==> config.mk <==
export PLATFORM = sky130hd
export DESIGN_NAME = rename_regfile
export DESIGN_NICKNAME = d
export VERILOG_FILES = /design/src/rtl/rrf_pkg.sv /design/src/rtl/rrf_freelist.sv /design/src/rtl/rrf_maptable.sv /design/src/rtl/rrf_storage.sv /design/src/rtl/rename_regfile.sv
export SDC_FILE = /design/constraint.sdc
export NUM_CORES = 2
export LEC_CHECK = 0
export ABC_CLOCK_PERIOD_IN_PS = 4400
export BUFFER_PORTS_ARGS = -buffer_cell sky130_fd_sc_hd__buf_2
export CORE_MARGIN = 8
export CORE_UTILIZATION = 45
export CTS_BUF_LIST = sky130_fd_sc_hd__clkbuf_2
export DETAILED_ROUTE_END_ITERATION = 8
export GPL_TIMING_DRIVEN = 0
export PLACE_DENSITY = 0.61
export SLEW_MARGIN = 5
export SYNTH_ARGS = -nofsm -noshare
export SYNTH_HDL_FRONTEND = slang
export SYNTH_HIERARCHICAL = 1
export SYNTH_SLANG_ARGS = --single-unit
==> constraint.sdc <==
create_clock -name clk -period 4.4 [get_ports clk]
set_input_delay 0.22 -clock clk [delete_from_list [all_inputs] [get_ports clk]]
set_output_delay 0.22 -clock clk [all_outputs]
set_load 0.01 [all_outputs]
==> src/rtl/rrf_pkg.sv <==
package rrf_pkg;
    localparam int ARCH_N   = 8;
    localparam int REN_N    = 8;
    localparam int DATA_W   = 32;
    localparam int RD_PORTS = 2;
    localparam int AW       = $clog2(ARCH_N);
    localparam int TW       = $clog2(REN_N);

    typedef logic [AW-1:0]     arch_idx_t;
    typedef logic [TW-1:0]     ren_idx_t;
    typedef logic [DATA_W-1:0] word_t;

    typedef struct packed {
        logic     live;
        ren_idx_t tag;
    } map_ent_t;

    typedef struct packed {
        logic     en;
        ren_idx_t tag;
        word_t    data;
    } result_bus_t;

    typedef struct packed {
        logic      en;
        arch_idx_t arch;
        ren_idx_t  tag;
    } retire_t;
endpackage

==> src/rtl/rrf_freelist.sv <==
module rrf_freelist
    import rrf_pkg::*;
(
    input  logic             clk,
    input  logic             rst,
    input  logic             alloc_en,
    input  logic             free_en,
    input  ren_idx_t         free_tag,
    input  logic             flush,
    output logic [REN_N-1:0] free_mask,
    output logic             has_free,
    output ren_idx_t         pick_tag
);
    logic [REN_N-1:0] mask_nxt;

    always_comb begin
        pick_tag = '0;
        for (int i = REN_N - 1; i >= 0; i--) begin
            if (free_mask[i]) pick_tag = ren_idx_t'(i);
        end
    end

    assign has_free = |free_mask;

    always_comb begin
        mask_nxt = free_mask;
        if (free_en)  mask_nxt[free_tag] = 1'b1;
        if (alloc_en) mask_nxt[pick_tag] = 1'b0;
    end

    always_ff @(posedge clk) begin
        if (rst || flush) free_mask <= '1;
        else              free_mask <= mask_nxt;
    end
endmodule

==> src/rtl/rrf_maptable.sv <==
module rrf_maptable
    import rrf_pkg::*;
(
    input  logic                       clk,
    input  logic                       rst,
    input  logic                       alloc_en,
    input  arch_idx_t                  alloc_arch,
    input  ren_idx_t                   alloc_tag,
    input  retire_t                    retire,
    input  logic                       flush,
    output map_ent_t [ARCH_N-1:0]      map_q
);
    for (genvar a = 0; a < ARCH_N; a++) begin : g_ent
        logic hit_alloc, hit_retire;
        assign hit_alloc  = alloc_en && (alloc_arch == arch_idx_t'(a));
        assign hit_retire = retire.en && (retire.arch == arch_idx_t'(a))
                            && map_q[a].live && (map_q[a].tag == retire.tag);

        always_ff @(posedge clk) begin
            if (rst || flush) begin
                map_q[a] <= '0;
            end else if (hit_alloc) begin
                map_q[a].live <= 1'b1;
                map_q[a].tag  <= alloc_tag;
            end else if (hit_retire) begin
                map_q[a].live <= 1'b0;
            end
        end
    end
endmodule

==> src/rtl/rrf_storage.sv <==
module rrf_storage
    import rrf_pkg::*;
(
    input  logic                    clk,
    input  logic                    rst,
    input  logic                    alloc_en,
    input  ren_idx_t                alloc_tag,
    input  result_bus_t             wb,
    input  retire_t                 retire,
    input  logic                    flush,
    output word_t [ARCH_N-1:0]      arch_q,
    output word_t [REN_N-1:0]       ren_q,
    output logic  [REN_N-1:0]       rdy_q
);
    word_t retire_val;

    assign retire_val = (wb.en && wb.tag == retire.tag) ? wb.data : ren_q[retire.tag];

    always_ff @(posedge clk) begin
        if (rst) begin
            arch_q <= '0;
        end else if (retire.en) begin
            arch_q[retire.arch] <= retire_val;
        end
    end

    always_ff @(posedge clk) begin
        if (rst) begin
            ren_q <= '0;
        end else if (wb.en) begin
            ren_q[wb.tag] <= wb.data;
        end
    end

    for (genvar r = 0; r < REN_N; r++) begin : g_rdy
        always_ff @(posedge clk) begin
            if (rst || flush) begin
                rdy_q[r] <= 1'b0;
            end else if (alloc_en && alloc_tag == ren_idx_t'(r)) begin
                rdy_q[r] <= 1'b0;
            end else if (wb.en && wb.tag == ren_idx_t'(r)) begin
                rdy_q[r] <= 1'b1;
            end
        end
    end
endmodule

==> src/rtl/rename_regfile.sv <==
module rename_regfile
    import rrf_pkg::*;
(
    input  logic                       clk,
    input  logic                       rst,
    input  logic                       disp_valid,
    input  logic [AW-1:0]              disp_arch,
    output logic                       disp_ready,
    output logic [TW-1:0]              disp_tag,
    input  logic                       wb_valid,
    input  logic [TW-1:0]              wb_tag,
    input  logic [DATA_W-1:0]          wb_data,
    input  logic                       cm_valid,
    input  logic [AW-1:0]              cm_arch,
    input  logic [TW-1:0]              cm_tag,
    input  logic                       flush,
    input  logic [RD_PORTS*AW-1:0]     rd_arch,
    output logic [RD_PORTS*DATA_W-1:0] rd_data,
    output logic [RD_PORTS-1:0]        rd_ready,
    output logic [RD_PORTS*TW-1:0]     rd_tag
);
    logic                  fire;
    logic [REN_N-1:0]      free_mask;
    logic                  has_free;
    ren_idx_t              pick_tag;
    map_ent_t [ARCH_N-1:0] map_q;
    word_t [ARCH_N-1:0]    arch_q;
    word_t [REN_N-1:0]     ren_q;
    logic [REN_N-1:0]      rdy_q;
    result_bus_t           wb;
    retire_t               retire;

    assign fire       = disp_valid && has_free && !flush;
    assign disp_ready = has_free;
    assign disp_tag   = pick_tag;

    assign wb.en       = wb_valid && !flush;
    assign wb.tag      = wb_tag;
    assign wb.data     = wb_data;
    assign retire.en   = cm_valid;
    assign retire.arch = cm_arch;
    assign retire.tag  = cm_tag;

    rrf_freelist u_free (
        .clk      (clk),
        .rst      (rst),
        .alloc_en (fire),
        .free_en  (cm_valid),
        .free_tag (cm_tag),
        .flush    (flush),
        .free_mask(free_mask),
        .has_free (has_free),
        .pick_tag (pick_tag)
    );

    rrf_maptable u_map (
        .clk       (clk),
        .rst       (rst),
        .alloc_en  (fire),
        .alloc_arch(disp_arch),
        .alloc_tag (pick_tag),
        .retire    (retire),
        .flush     (flush),
        .map_q     (map_q)
    );

    rrf_storage u_store (
        .clk      (clk),
        .rst      (rst),
        .alloc_en (fire),
        .alloc_tag(pick_tag),
        .wb       (wb),
        .retire   (retire),
        .flush    (flush),
        .arch_q   (arch_q),
        .ren_q    (ren_q),
        .rdy_q    (rdy_q)
    );

    for (genvar p = 0; p < RD_PORTS; p++) begin : g_rd
        arch_idx_t a;
        map_ent_t  m;
        word_t     val;
        logic      rdy;

        assign a = rd_arch[p*AW +: AW];
        assign m = map_q[a];

        always_comb begin
            if (!m.live) begin
                val = arch_q[a];
                rdy = 1'b1;
            end else if (rdy_q[m.tag]) begin
                val = ren_q[m.tag];
                rdy = 1'b1;
            end else if (wb.en && wb.tag == m.tag) begin
                val = wb.data;
                rdy = 1'b1;
            end else begin
                val = ren_q[m.tag];
                rdy = 1'b0;
            end
        end

        assign rd_data[p*DATA_W +: DATA_W] = val;
        assign rd_ready[p]                 = rdy;
        assign rd_tag[p*TW +: TW]          = m.tag;
    end
endmodule

==> results.yml <==
outcome:
  run_status: "finished, violations left"
  failed_checks: "negative setup slack"
logic_synthesis:
  syn_avg_cell_area_sq_um: 9.229
  synth_cell_type_count: 87
  syn-num-nets: 3689
  synth_enable_flop_cells: 0
  synthArstFlopShare_pct: 0
  syn_area_sq_um: 33530
  netlist_instances: 3633
  synth_ff_type: "dfxtp_1"
  ys_warn_count: 6
  yosysSeqAreaShare_pct: 33.44
  ys_ff_latch: 560
global_routing:
  top_usage_layer: "met2"
  grt_max_degree: 19
  globalRouteMet2Util_pct: 53.79
  antenna_found_initial: 2
  grt_util_met3_pct: 11.80
  grtUsageTotal_pct: 36.87
  grt_overflow: 0
  grt_pass1_vias: 32310
  globalRouteMet1Util_pct: 47.77
  grt_pass1_wl_mm: 225.1
cells_and_area:
  final_nets: 4153
  mostFrequentLayoutCells: "nand2_1 (786), dfxtp_1 (554), a21oi_1 (274), clkbuf_2 (247), a221o_1 (239)"
  final_common_cell: "nand2_1"
  area_growth_pct: 19.24
  instances_no_fill: 5174
  layout-drive-gt1-share_pct: 23.73
floorplan:
  fp.dieArea_sq_um: 83500
  die_x_um: 289.0
  ios: 132
  initial_core_util_pct: 45.27
  rows: 100
  die_h_um: 289.0
  fp.coreArea_sq_um: 74070
timing:
  fin_hold_ws_ns: 0.1582
  fin_crit_sh_pct: 108.3
  fmax_ghz: 0.2099
  drv_slew: 0
  fin_crit_ns: 4.765
  hold_viol_final: 0
  fin_skew_ns: 0.06427
  rsz0062_at_grt: "yes"
  slew_headroom_pct: 11.00
  worstMarginPinSlew_ns: 1.335
  setup_viol: 64
  setup_slack_ns: -0.3650
power_and_ir_drop:
  p_total_uw: 10550
  p_int_uw: 7132
  pwr-share-comb_pct: 12.1
  power.switching_uw: 3415
  sequentialPowerShare_pct: 49.1
  p_leak_uw: 0.01415
  switching_share_pct: 32.38
  p_per_area_nw_per_um2: 263.8
  vdd_drop_max_mv: 0.1937
  power_frac_clock_pct: 38.8
clock_network:
  cts_tree: "built"
  cts_sinks: 560
  clkTransAtPathRegs_ns: 0.12
  clock-root-buffer: "clkbuf_2"
  h-tree-depth: 4
  cts_buffers: 158
  insertion_delay_ns: 1.40
  clockBufferDepth: 3
setup_path:
  cpPeakStageDelay_ns: 0.51
  worstPathCellList: "mux4_2 > mux2i_4 > buf_12 > inv_8 > mux2i_1 > a32oi_2 > a21oi_4 > buf_6 > nand4b_1 > a31oi_1 > buf_2"
  crit_type: "reg -> out"
  crit_family: "compound AO/OA/AOI/OAI gates"
  critical_path_buf_inv_count: 4
  slowest_stage: "mux4_2"
  crit_required_ns: 4.18
  path_max_fanout: 8
  cp-start-kind: "flip-flop"
  worst_setup_path_end_kind: "primary output"
  worst_ep_arrival_time_ns: 4.54
routing:
  vias: 34720
  viasPerCell: 6.710
  wirelength_mm: 160.3
  routedWlPerCell_um: 30.98
  remaining_drc_errors: 0
  antenna_left: 0
  first_pass_iters: 6
  drt_iter0_drc: 4844
place:
  gp_congestion: 1.010
  dpl.cell_count: 4730
  io_buffers: 126
  hpwl_mm: 114.6
min_path:
  hold_path_class: "in -> reg"
run:
  cap_violations: 0
-- cells by family (layout without fill, tap and decap cells) --
family          count (synthesis)  count (layout)  synth area share, %
compound gates                781             781                17.40
xor+xnor                       33              33               0.8620
buf+inv                       401             970                5.262
flops                         560             560                33.44
mux                           505             505                23.58
other cells                     0               3                    0
simple gates                 1353            1353                19.46
-- per-stage QoR --
stage / setup slack [ns] / setup TNS, ns / util [%] / cell area (sq um)
final: -0.3650 / -10.55 / 53.98 / 39980
after global routing: -0.4355 / -17.47 / 53.97 / 39980
after CTS: -0.3076 / -14.89 / 52.99 / 39250
after detailed placement: -0.3181 / -3.758 / 47.79 / 35400
after global placement: -0.3571 / -4.530 / 47.76 / 35370
after floorplan: 1.656 / 0 / - / 33530
-- layout make-up --
cell class | count | area [sq um]
multi-input cells | 2672 | 21420
well taps | 969 | 1212
plain buffers | 389 | 1952
clock inverters | 43 | 316.6
fillers | 6903 | 34090
clock buffers | 222 | 1111
inverters | 9 | 41.29
diodes | 3 | 7.507
flip-flops and latches | 560 | 11220
repair buffers | 307 | 2704
-- synth_stat cells (all sizes together), types with 3 or more instances --
cell type | n | area share, %
a211o | 4 | 0.10
a211oi | 32 | 0.72
a21boi | 3 | 0.067
a21oi | 275 | 4.1
a221o | 239 | 7.1
a221oi | 12 | 0.52
a31o | 16 | 0.42
a31oi | 35 | 0.65
a32oi | 58 | 1.5
and2 | 226 | 4.2
and3 | 20 | 0.39
and4bb | 4 | 0.15
buf | 159 | 2.5
clkbuf | 233 | 2.6
dfxtp | 560 | 33
inv | 9 | 0.10
mux2 | 49 | 1.8
mux2i | 240 | 7.3
mux4 | 216 | 15
nand2 | 793 | 8.9
nand2b | 14 | 0.26
nand3 | 71 | 1.1
nand4 | 6 | 0.11
nand4b | 39 | 1.0
nand4bb | 5 | 0.17
nor2 | 63 | 0.74
nor2b | 45 | 0.84
nor3 | 22 | 0.49
nor3b | 5 | 0.11
nor4 | 4 | 0.13
nor4b | 4 | 0.19
o21ai | 48 | 0.75
o221a | 6 | 0.20
o22ai | 30 | 0.56
o32a | 4 | 0.13
o41ai | 8 | 0.23
or2 | 20 | 0.38
or4b | 3 | 0.090
xnor2 | 9 | 0.24
xor2 | 24 | 0.63
-- sequential cells by signal, indices dropped and copies added (netlist names) --
| name | cells |
|---|---|
| u_store/arch_q | 256 |
| u_store/ren_q | 256 |
| u_free/free_mask | 8 |
| u_map/map_q | 32 |
| u_store/rdy_q | 8 |
-- power by group through the flow --
stage	Clock [uW]	Combinational [uW]	Sequential (uW)
2_1_floorplan	0	628	5260
3_3_place_gp	0	1080	5290
3_5_place_dp	0	1080	5290
4_1_cts	4120	1190	5170
5_1_grt	4380	1290	5180
6_report	4090	1280	5180
-- final timing paths --
path	from	to	slack, ns	cells past startpoint
setup / recovery	u_map/map_q[16]$_SDFFE_PP0P_	rd_data[1]	-0.36	11
hold / removal	wb_data[4]	u_store/ren_q[196]$_SDFFE_PP0P_	0.16	5
setup reg to reg	u_free/free_mask[2]$_SDFF_PP1_	u_map/map_q[0]$_SDFFE_PP0P_	0.39	11
hold reg to reg	u_store/ren_q[35]$_SDFFE_PP0P_	u_store/ren_q[35]$_SDFFE_PP0P_	0.49	2
-- layer usage --
layer	routed length [um]	vias up
li1	-	14460
met1	60330	16870
met2	67740	2752
met3	22060	635
met4	10160	0
met5	0	-
-- timing repair --
action / in CTS / in global routing
pin swaps: 41 / 49
hold buffers: 126 / 0
gates cloned: 3 / 4
buffers inserted: 30 / 19
endpoints found under the hold margin: 560 / 0
gates resized for setup: 190 / 139
setup endpoints to repair: 65 / 64
-- worst reg2reg max path, stage by stage, from the launching register on --
cell           delay [ns]
dfxtp_1              0.37
or4_4                0.55
or4_1                0.48
nand2_1              0.09
nor2_1               0.13
buf_2                0.25
nor4b_2              0.18
dlygate4sd3_1        0.63
nand2_1              0.09
dlygate4sd3_1        0.56
a21oi_1              0.06
dlygate4sd3_1        0.55
No activity file was read; power rests on OpenSTA's default activity.
